--- src/rtl/dis_pkg.sv ---
`timescale 1ns/1ps
// Package: shared unit encoding for the dual-issue controller.
// Assumes the decoder delivers the 2-bit unit code unchanged.
package dis_pkg;

    typedef enum logic [1:0] {
        UNIT_IADD = 2'd0,
        UNIT_MUL  = 2'd1,
        UNIT_FADD = 2'd2,
        UNIT_RSVD = 2'd3
    } unit_e;

    // True for the unit whose result takes more than one cycle
    function automatic logic unit_is_multi(input unit_e u);
        return u == UNIT_FADD;
    endfunction

endpackage

--- src/rtl/dis_scoreboard.sv ---
`timescale 1ns/1ps
// Module: dis_scoreboard
// One pending-write flag per architectural register. Flags are set by
// issue grants and cleared by writebacks; a set wins over a clear in the
// same cycle. Register 0 never holds a flag.
// Assumes at most two sets and two clears per cycle.
module dis_scoreboard #(
    parameter int NUM_REGS = 32,
    parameter int REG_W    = $clog2(NUM_REGS)
) (
    input  logic                      clk,
    input  logic                      rst_n,
    input  logic [1:0]                set_en,
    input  logic [1:0][REG_W-1:0]     set_reg,
    input  logic [1:0]                clr_en,
    input  logic [1:0][REG_W-1:0]     clr_reg,
    output logic [NUM_REGS-1:0]       busy
);

    for (genvar g = 0; g < NUM_REGS; g++) begin : g_reg
        if (g == 0) begin : g_zero
            assign busy[g] = 1'b0;
        end else begin : g_live
            logic set_hit;
            logic clr_hit;
            logic flag_q;

            // Decode whether this register is written or retired now
            always_comb begin
                set_hit = (set_en[0] && set_reg[0] == REG_W'(g)) ||
                          (set_en[1] && set_reg[1] == REG_W'(g));
                clr_hit = (clr_en[0] && clr_reg[0] == REG_W'(g)) ||
                          (clr_en[1] && clr_reg[1] == REG_W'(g));
            end

            // Pending-write flag with set priority
            always_ff @(posedge clk) begin
                if (!rst_n)       flag_q <= 1'b0;
                else if (set_hit) flag_q <= 1'b1;
                else if (clr_hit) flag_q <= 1'b0;
            end

            assign busy[g] = flag_q;
        end
    end


    set_marks_busy_chk: assert property (@(posedge clk) disable iff (!rst_n)
        set_en[0] && set_reg[0] != '0 |=> busy[$past(set_reg[0])]);


    retire_was_busy0_chk: assert property (@(posedge clk) disable iff (!rst_n)
        clr_en[0] && clr_reg[0] != '0 |-> busy[clr_reg[0]]);


    retire_was_busy1_chk: assert property (@(posedge clk) disable iff (!rst_n)
        clr_en[1] && clr_reg[1] != '0 |-> busy[clr_reg[1]]);

endmodule

--- src/rtl/dis_issue_select.sv ---
`timescale 1ns/1ps
// Module: dis_issue_select
// Combinational grant logic for two in-order slots. Slot 0 is the older
// instruction. Checks pending sources, the floating-add shadow cycle,
// unit clashes and dependencies inside the pair.
// Assumes the busy vector reflects writes still outstanding this cycle.
module dis_issue_select
    import dis_pkg::*;
#(
    parameter int NUM_REGS = 32,
    parameter int REG_W    = $clog2(NUM_REGS)
) (
    input  logic                      enable,
    input  logic                      shadow,
    input  logic [NUM_REGS-1:0]       busy,
    input  logic [1:0]                valid,
    input  logic [1:0][1:0]           unit,
    input  logic [1:0][REG_W-1:0]     dst,
    input  logic [1:0][REG_W-1:0]     srca,
    input  logic [1:0][REG_W-1:0]     srcb,
    output logic [1:0]                issue
);

    logic [1:0] src_blk;
    logic       pair_raw;
    logic       pair_waw;
    logic       unit_clash;
    logic       first_multi;

    for (genvar s = 0; s < 2; s++) begin : g_slot
        // A source stalls the slot when its register still awaits a write
        assign src_blk[s] = (srca[s] != '0 && busy[srca[s]]) ||
                            (srcb[s] != '0 && busy[srcb[s]]);
    end

    // Pair relations and final grants, oldest first
    always_comb begin
        pair_raw    = dst[0] != '0 && (srca[1] == dst[0] || srcb[1] == dst[0]);
        pair_waw    = dst[0] != '0 && dst[1] == dst[0];
        unit_clash  = unit[0] == unit[1];
        first_multi = unit_is_multi(unit_e'(unit[0]));
        issue[0]    = enable && valid[0] && !shadow && !src_blk[0];
        issue[1]    = issue[0] && valid[1] && !src_blk[1] && !pair_raw &&
                      !pair_waw && !unit_clash && !first_multi;
    end

endmodule

--- src/rtl/dis_complete.sv ---
`timescale 1ns/1ps
// Module: dis_complete
// Tracks granted instructions to their writeback cycle. Single-cycle
// results retire one cycle after issue; floating adds retire two cycles
// after. Port 0 always carries the older result.
// Assumes the grant logic blocks all issue in the cycle after a floating
// add, so its retirement never meets a single-cycle retirement.
module dis_complete
    import dis_pkg::*;
#(
    parameter int REG_W = 5
) (
    input  logic                      clk,
    input  logic                      rst_n,
    input  logic [1:0]                issue,
    input  logic [1:0][1:0]           unit,
    input  logic [1:0][REG_W-1:0]     dst,
    output logic [1:0]                wb_valid,
    output logic [1:0][REG_W-1:0]     wb_dst,
    output logic                      fadd_shadow
);

    logic [1:0]              a_v;
    logic [1:0][REG_W-1:0]   a_dst;
    logic                    f1_v, f2_v;
    logic [REG_W-1:0]        f1_dst, f2_dst;
    logic                    fadd_new;
    logic [REG_W-1:0]        fadd_dst;
    logic [1:0]              single_new;

    // Sort new grants into the short path and the floating-add path
    always_comb begin
        single_new[0] = issue[0] && !unit_is_multi(unit_e'(unit[0]));
        single_new[1] = issue[1] && !unit_is_multi(unit_e'(unit[1]));
        fadd_new      = 1'b0;
        fadd_dst      = '0;
        if (issue[0] && unit_is_multi(unit_e'(unit[0]))) begin
            fadd_new = 1'b1;
            fadd_dst = dst[0];
        end else if (issue[1] && unit_is_multi(unit_e'(unit[1]))) begin
            fadd_new = 1'b1;
            fadd_dst = dst[1];
        end
    end

    // Advance the retirement stages
    always_ff @(posedge clk) begin
        if (!rst_n) begin
            a_v    <= '0;
            a_dst  <= '0;
            f1_v   <= 1'b0;
            f1_dst <= '0;
            f2_v   <= 1'b0;
            f2_dst <= '0;
        end else begin
            a_v    <= single_new;
            a_dst  <= dst;
            f1_v   <= fadd_new;
            f1_dst <= fadd_dst;
            f2_v   <= f1_v;
            f2_dst <= f1_dst;
        end
    end

    // Route retiring results onto ports, oldest on port 0
    always_comb begin
        wb_valid[0] = a_v[0] || f2_v;
        wb_dst[0]   = a_v[0] ? a_dst[0] : f2_dst;
        wb_valid[1] = a_v[1];
        wb_dst[1]   = a_dst[1];
        fadd_shadow = f1_v;
    end


    one_source_chk: assert property (@(posedge clk) disable iff (!rst_n)
        !(a_v[0] && f2_v));


    port_order_chk: assert property (@(posedge clk) disable iff (!rst_n)
        wb_valid[1] |-> wb_valid[0]);

endmodule

--- src/rtl/dual_issue_ctrl.sv ---
`timescale 1ns/1ps
// Module: dual_issue_ctrl
// Two-wide in-order issue and in-order completion control for an
// integer adder, a multiplier (both one cycle) and a two-cycle floating
// adder. Grants are combinational; writebacks come from registers.
// Assumes slot 0 is older than slot 1 and the decoder holds an
// instruction until it is granted.
module dual_issue_ctrl
    import dis_pkg::*;
#(
    parameter int NUM_REGS = 32,
    parameter int REG_W    = $clog2(NUM_REGS)
) (
    input  logic             clk,
    input  logic             rst_n,
    input  logic             in0_valid,
    input  logic [1:0]       in0_unit,
    input  logic [REG_W-1:0] in0_dst,
    input  logic [REG_W-1:0] in0_srca,
    input  logic [REG_W-1:0] in0_srcb,
    input  logic             in1_valid,
    input  logic [1:0]       in1_unit,
    input  logic [REG_W-1:0] in1_dst,
    input  logic [REG_W-1:0] in1_srca,
    input  logic [REG_W-1:0] in1_srcb,
    output logic             issue0,
    output logic             issue1,
    output logic             wb0_valid,
    output logic [REG_W-1:0] wb0_dst,
    output logic             wb1_valid,
    output logic [REG_W-1:0] wb1_dst
);

    logic [1:0]              valid_v;
    logic [1:0][1:0]         unit_v;
    logic [1:0][REG_W-1:0]   dst_v, srca_v, srcb_v;
    logic [1:0]              issue_v;
    logic [1:0]              wbv_v;
    logic [1:0][REG_W-1:0]   wbd_v;
    logic [NUM_REGS-1:0]     busy;
    logic                    shadow;

    // Gather slot fields into indexed bundles
    always_comb begin
        valid_v = {in1_valid, in0_valid};
        unit_v  = {in1_unit, in0_unit};
        dst_v   = {in1_dst, in0_dst};
        srca_v  = {in1_srca, in0_srca};
        srcb_v  = {in1_srcb, in0_srcb};
    end

    dis_scoreboard #(.NUM_REGS(NUM_REGS), .REG_W(REG_W)) u_sb (
        .clk     (clk),
        .rst_n   (rst_n),
        .set_en  (issue_v),
        .set_reg (dst_v),
        .clr_en  (wbv_v),
        .clr_reg (wbd_v),
        .busy    (busy)
    );

    dis_issue_select #(.NUM_REGS(NUM_REGS), .REG_W(REG_W)) u_sel (
        .enable (rst_n),
        .shadow (shadow),
        .busy   (busy),
        .valid  (valid_v),
        .unit   (unit_v),
        .dst    (dst_v),
        .srca   (srca_v),
        .srcb   (srcb_v),
        .issue  (issue_v)
    );

    dis_complete #(.REG_W(REG_W)) u_cmp (
        .clk         (clk),
        .rst_n       (rst_n),
        .issue       (issue_v),
        .unit        (unit_v),
        .dst         (dst_v),
        .wb_valid    (wbv_v),
        .wb_dst      (wbd_v),
        .fadd_shadow (shadow)
    );

    assign issue0    = issue_v[0];
    assign issue1    = issue_v[1];
    assign wb0_valid = wbv_v[0];
    assign wb0_dst   = wbd_v[0];
    assign wb1_valid = wbv_v[1];
    assign wb1_dst   = wbd_v[1];


    short_latency_chk: assert property (@(posedge clk) disable iff (!rst_n)
        issue0 && in0_unit != 2'(UNIT_FADD) |=> wb0_valid && wb0_dst == $past(in0_dst));


    long_latency_chk: assert property (@(posedge clk) disable iff (!rst_n)
        $past(issue0 && in0_unit == 2'(UNIT_FADD), 2) |-> wb0_valid && wb0_dst == $past(in0_dst, 2));


    young_fadd_port_chk: assert property (@(posedge clk) disable iff (!rst_n)
        $past(issue1 && in1_unit == 2'(UNIT_FADD), 2) |-> wb0_valid && !wb1_valid);


    fadd_shadow_chk: assert property (@(posedge clk) disable iff (!rst_n)
        (issue0 && in0_unit == 2'(UNIT_FADD)) || (issue1 && in1_unit == 2'(UNIT_FADD)) |=> !issue0);

endmodule

--- config.mk ---
export PLATFORM = sky130hd
export DESIGN_NAME = dual_issue_ctrl
export DESIGN_NICKNAME = d
export VERILOG_FILES = /design/src/rtl/dis_pkg.sv /design/src/rtl/dis_scoreboard.sv /design/src/rtl/dis_issue_select.sv /design/src/rtl/dis_complete.sv /design/src/rtl/dual_issue_ctrl.sv
export SDC_FILE = /design/constraint.sdc
export NUM_CORES = 1
export LEC_CHECK = 0
export CAP_MARGIN = 20
export CORE_UTILIZATION = 30
export DETAILED_ROUTE_END_ITERATION = 8
export GPL_TIMING_DRIVEN = 0
export HOLD_SLACK_MARGIN = 0.15
export PLACE_DENSITY_LB_ADDON = 0.25
export SKIP_CTS_REPAIR_TIMING = 1
export SKIP_LAST_GASP = 1
export SLEW_MARGIN = 20
export SYNTH_ARGS = -nofsm -noshare
export SYNTH_HDL_FRONTEND = slang
export SYNTH_HIERARCHICAL = 1
export SYNTH_SLANG_ARGS = --single-unit
--- constraint.sdc ---
create_clock -name clk -period 3.7 [get_ports clk]
set_input_delay 0.74 -clock clk [delete_from_list [all_inputs] [get_ports clk]]
set_output_delay 0.74 -clock clk [all_outputs]
set_load 0.005 [all_outputs]
==> qor.csv, run 1 <==
stage;metric;value;unit
status;status;finished clean;
final_layout;# diodes;0;
worst_hold_path;Hold Path Class;reg2reg;
setup_path;CP startpoint kind;input pin;
clock_tree;clk slew on worst S/H paths;0.07;ns
final_layout;Final #Nets;513;
global_route;GRT Total Usage;20.1;%
route;drt drc;0;
power;combinational share of power;19.7;%
setup_path;Worst Path Required;2.96;ns
global_route;antenna violations before repair;0;
yosys;Mapped Cells;418;
sta;Hold Worst Slack;0.425;ns
clock_tree;Max clock buf depth;2;
yosys;Compound-Gate Fraction of Synth Area;22.3;%
power;Leakage;1.81;nW
die;die area;14700;um2
setup_path;CP max FO;5;
placed_design;Placed Area;4890;um2
yosys;xor and xnor area share after synthesis;3.09;%
power;VDD IR-drop max;0.206;mV
route;DR vias;3894;
global_route;GRT Residual Overflow;0;
final_layout;Final Instance Area;5120;um2
yosys;number of synthesized flops with an enable pin;0;
yosys;synth unique cells;58;
run;max cap viols;0;
die;initial cell density of the core;30.7;%
sta;post-route clock period utilization;99.8;%
sta;Least-Margin Pin Slew;0.657;ns
die;Rows;43;
placed_design;Routability Congestion;0.842;
clock_tree;Clock Sinks;55;
final_layout;Synth-to-Final Area Change;20.3;%
clock_tree;Root Driver;clkbuf_16;
clock_tree;clk_lat worst skew;0.29;ns
route;per-cell routed wire length;22.5;um
die;Die H;121;um
yosys;largest family of logic cells by synthesized area;compound AO/OA/AOI/OAI gates;
global_route;vias in the first global route;3807;
sta;Clock Skew;0.00913;ns
power;clock share of power;35.2;%
power;Seq pwr share;45.1;%
setup_path;endpoint type of the worst setup path;output pin;
route;Routed Wire Length;14.8;mm
clock_tree;CTS H-tree lvls;2;
route;1st-iter DRT viols;424;
yosys;Most used DFF post-synth;dfxtp_1;
route;DRT antenna net count;0;
sta;Fmax;271;MHz
yosys;Mapped Avg Cell Area;10.2;um2
yosys;Yosys reg bits;55;
setup_path;r2r setup slk;0.58;ns
setup_path;Worst Path Arrival;2.95;ns
yosys;Synth Area in Simple Gates;18.6;%
sta;final setup fails;0;
yosys;mux contribution to synthesized area;20.1;%
die;boundary pin count;52;
final_layout;share of layout cells above drive strength 1;24.4;%
power;Switch Pwr;0.371;mW
setup_path;crit path kind;in2out;
die;core box area;13900;um2
yosys;async set or reset register ratio after synthesis;0;%
yosys;Mapped Nets;456;
power;Power Internal;0.974;mW
die;Die Span X;121;um
clock_tree;Num CTS Buffers;5;
sta;Final min period;3.69;ns
route;drt first pass iters;6;
yosys;cell taking the most area after synthesis;dfxtp_1;
yosys;register area share after synthesis;25.9;%
sta;Hold Fails Final Rpt;0;
power;sw frac;27.6;%
placed_design;port buffer count;41;
route;Via density;5.94;
yosys;Mapped Area;4260;um2
final_layout;Final Util;36.9;%
yosys;Synth Area in Adders;0;%
power;PwrDens;263;nW/um2
sta;Slew Limit Headroom;56.1;%
yosys;yosys warns;6;
global_route;first-pass GRT wire length;22.3;mm
yosys;Synth top area share;25.9;%
placed_design;DP Wirelength;10.5;mm
sta;final slew viol count;0;
clock_tree;CTS tree;done;
global_route;largest net degree at the start of global routing;18;
yosys;top post-synthesis cells by area;dfxtp_1, mux4_2, buf_4, o221ai_1, a22oi_1;
sta;RSZ-0062 raised after global routing;yes;
[cell usage after synthesis (all sizes together) (2+ instances only)]
master,count
a211oi,4
nand4b,7
nand4,4
a21boi,31
nand3b,3
mux4,28
and4b,7
or4b,2
o21ai,2
a22o,5
mux2,8
a221oi,2
nor2,8
o221ai,31
a22oi,32
xnor2,10
a31oi,2
and4bb,6
nor4,2
buf,44
a21oi,8
xor2,5
and2,18
inv,4
nand4bb,6
clkbuf,23
nand3,4
or2,3
nor3,4
dfxtp,55
and4,3
nand2b,6
nor4b,2
mux2i,11
nand2,7
nor2b,10
nor3b,2
[logic make-up after synthesis]
logic type / Yosys count
simple gates: 107
buf+inv: 71
other cells: 1
compound gates: 122
xor+xnor: 15
flops: 55
mux: 47
[stage by stage]
| step | cells | TNS [ns] | power, mW | worst slack [ns] |
|---|---|---|---|---|
| floorplan | 418 | 0 | 0.756 | 0.167 |
| global placement | 639 | -43.40 | 0.867 | -1.75 |
| detailed placement | 639 | -42.69 | 0.870 | -1.72 |
| CTS | 647 | -31.78 | 1.34 | -1.73 |
| global route | 656 | -0.0962 | 1.39 | -0.0962 |
| finish | 656 | 0 | 1.34 | 0.00905 |
[final cells by class]
class	count	area, um2
Buffer	67	420
Clock buffer	5	125
Clock inverter	3	18.8
Fill cell	1422	8760
Inverter	4	15.0
Multi-Input combinational cell	292	2730
Sequential cell	55	1100
Tap cell	180	225
Timing Repair Buffer	50	487
[state kept, by name (all words and copies together), names as in the netlist]
register and cells:
u_cmp/a_dst 5, u_cmp/a_v 2, u_cmp/f1_dst 5, u_cmp/f2_dst 5
u_cmp/f2_v 1, u_cmp/fadd_shadow 1, u_cmp/wb_dst 5, u_sb/g.g_live.flag_q 31
[routing by layer]
layer,track usage [%],share of wire [%]
met2,31.8,45
met4,5.48,2.3
met5,0,0
met1,27.6,46
met3,4.09,7.3
[final timing paths]
| check | from | endpoint | cells past startpoint |
|---|---|---|---|
| worst min-delay path | u_cmp/f1_dst[3] | u_cmp/f2_dst[3] | 1 |
| worst max register to register | u_sb/g_reg[1].g_live.flag_q | u_sb/g_reg[16].g_live.flag_q | 12 |
| worst min register to register | u_cmp/f1_dst[3] | u_cmp/f2_dst[3] | 1 |
| worst max-delay path | in0_srca[0] | issue1 | 10 |
[power groups by stage]
stage               logic, mW  registers [mW]  clock network, mW
floorplan               0.137           0.618                  0
global placement        0.247           0.620                  0
detailed placement      0.249           0.620                  0
CTS                     0.251           0.606              0.484
global route            0.282           0.607              0.500
finish                  0.265           0.606              0.473
[critical path: stages]
cell            delay [ns]
buf_4                 0.11
buf_6                 0.12
and2b_2               0.21
a2111oi_1             0.43
nor4_1                0.09
a2111o_1              0.44
a211oi_4              0.24
buf_4                 0.17
and4_4                0.26
dlymetal6s2s_1        0.14
[cell usage in the layout, fill, tap and decap left out, drive strengths merged, types with 8 or more instances in the layout]
master         netlist  routed
mux2i               11      11
o221ai              31      31
clkbuf              23      28
mux2                 8       8
dfxtp               55      55
mux4                28      28
a21boi              31      31
buf                 44      54
and2                18      18
nor2                 8       8
nor2b               10      10
a21oi                8       8
clkdlybuf4s50        0      37
a22oi               32      32
xnor2               10      10
Power figures use the tool's default switching activity.
==> run 2: changes to the inputs <==
CORE_UTILIZATION = 57   (was 30)
==> qor.csv, run 2 (same netlist as run 1, synthesis figures left out) <==
stage;metric;value;unit
sta;Clock Skew;0.00770;ns
final_layout;Multi-input gate area;2740;um2
sta;Slew Limit Headroom;56.6;%
clock_tree;clk slew on worst S/H paths;0.10;ns
worst_hold_path;WHS Endpoint;u_cmp/f2_dst[3];
sta;Final min period;3.81;ns
setup_path;Largest stage delay, worst path;0.55;ns
setup_path;Worst Path Arrival;3.07;ns
final_layout;share of layout cells above drive strength 1;22.9;%
sta;Fmax;262;MHz
setup_path;CP max stage cell;mux4_2;
die;core box area;7250;um2
status;failing checks;negative setup slack;
final_layout;Synth-to-Final Area Change;16.9;%
final_layout;max reg flops;31;
route;drt drc;0;
route;per-cell routed wire length;22.6;um
final_layout;# diodes;0;
setup_path;CP Cell Sequence;clkdlybuf4s50_1 > clkbuf_4 > mux4_2 > a31oi_1 > nand4_1 > a211oi_1 > and4_4 > dlymetal6s2s_1;
global_route;first-pass GRT wire length;19.4;mm
setup_path;endpoint type of the worst setup path;output pin;
placed_design;port buffer count;41;
run;max cap viols;0;
clock_tree;Num CTS Buffers;5;
final_layout;most frequent cells in the layout;dfxtp_1, buf_4, clkdlybuf4s50_1, a22oi_1;
power;VDD IR-drop max;0.182;mV
worst_hold_path;Cells on Worst Hold Path;1;
die;Die Span X;88.4;um
setup_path;CP max FO;10;
die;boundary pin count;52;
placed_design;Routability Congestion;0.926;
power;Power Total;1.27;mW
sta;Least-Margin Pin Slew;0.650;ns
die;initial cell density of the core;58.7;%
sta;RSZ-0062 raised after global routing;yes;
sta;Hold Worst Slack;0.441;ns
setup_path;crit path kind;in2out;
setup_path;critical path's top delay family;buffers and inverters;
setup_path;CP startpoint kind;input pin;
final_layout;Top reg by flops;u_sb/g.g_live.flag_q;
route;Routed Wire Length;12.9;mm
route;DR vias;4001;
die;Rows;31;
sta;post-route clock period utilization;103;%
final_layout;Final #Nets;512;
setup_path;Reg-to-Reg Start;u_sb/g_reg[29].g_live.flag_q;
die;Die H;88.4;um
placed_design;Cells after DPL;558;
status;status;finished, violations left;
sta;final setup fails;1;
sta;final setup margin;-0.112;ns
worst_hold_path;Hold Path Class;reg2reg;
route;1st-iter DRT viols;449;
clock_tree;CTS tree;done;
worst_hold_path;Hold Startpoint;u_cmp/f1_dst[3];
final_layout;# fillers;577;
clock_tree;Clock Sinks;55;
global_route;antenna violations before repair;0;
clock_tree;Max clock buf depth;2;
route;Via density;6.97;
final_layout;FF/Latch Area;1100;um2
setup_path;Worst Path Required;2.96;ns
global_route;GRT Residual Overflow;0;
clock_tree;Root Driver;clkbuf_8;
global_route;GRT Total Usage;33.5;%
placed_design;DP Wirelength;9.23;mm
setup_path;Critical R2R Capture;u_sb/g_reg[15].g_live.flag_q;
power;Leakage;1.81;nW
final_layout;Non-Filler Instances;574;
clock_tree;CTS H-tree lvls;2;
sta;final slew viol count;0;
die;die area;7820;um2
setup_path;r2r setup slk;0.48;ns
route;drt first pass iters;5;
global_route;vias in the first global route;3714;
global_route;largest net degree at the start of global routing;18;
setup_path;Worst Reg-to-Reg Cells;12;
clock_tree;clk_lat worst skew;0.31;ns
route;DRT antenna net count;0;
sta;Hold Fails Final Rpt;0;
final_layout;most common cell after layout, fill and taps aside;dfxtp_1;
setup_path;Critical path buffers and inverters;3;
power;PwrDens;254;nW/um2
## run 2: cell types whose count changed in the layout (fill, tap and decap cells not counted), moves of 4 or more
cell / change
clkbuf_8: +5
mux4_1: +4
clkbuf_16: -5
mux4_2: -4
## run 2: layout make-up
class / count / area share, %
inverters: 4 / 0.302
well taps: 99 / 2.49
clock inverters: 3 / 0.880
clock buffers: 5 / 1.38
repair buffers: 49 / 9.50
flip-flops and latches: 55 / 22.1
multi-input cells: 292 / 55.0
plain buffers: 67 / 8.27
## run 2: layer usage
metal / vias up / track usage (%) / share of wire (%)
li1: 1746 / - / -
met1: 1930 / 45.4 / 41
met2: 282 / 52.9 / 45
met3: 43 / 5.41 / 10
met4: 0 / 15.0 / 3.1
met5: - / 0 / 0
## run 2: how the worst max path moves through the flow
| stage | startpoint | endpoint | slack [ns] | cells past startpoint |
|---|---|---|---|---|
| 2_1_floorplan | in0_srca[0] | u_sb/g_reg[1].g_live.flag_q | 0.17 | 10 |
| 3_3_place_gp | in0_srca[0] | issue1 | -1.56 | 9 |
| 3_5_place_dp | in0_srca[0] | issue1 | -1.61 | 9 |
| 4_1_cts | in0_srca[0] | issue1 | -1.63 | 9 |
| 5_1_grt | in1_srca[0] | issue1 | -0.22 | 8 |
| 6_report | in1_srca[0] | issue1 | -0.11 | 8 |
## run 2: stage by stage
stage | setup WS [ns] | TNS, ns | util, % | cell area, um2
4_1_cts | -1.63 | -26.88 | 67.6 | 4900
5_1_grt | -0.223 | -0.273 | 68.6 | 4980
6_report | -0.112 | -0.112 | 68.6 | 4980
3_5_place_dp | -1.61 | -38.57 | 66.1 | 4790
2_1_floorplan | 0.167 | 0 | - | 4260
3_3_place_gp | -1.56 | -35.87 | 66.1 | 4790
## run 2: where the power goes
part	total [mW]	internal, mW	switching (mW)
registers	0.606	0.602	0.00461
clock network	0.404	0.202	0.202
logic	0.255	0.118	0.137
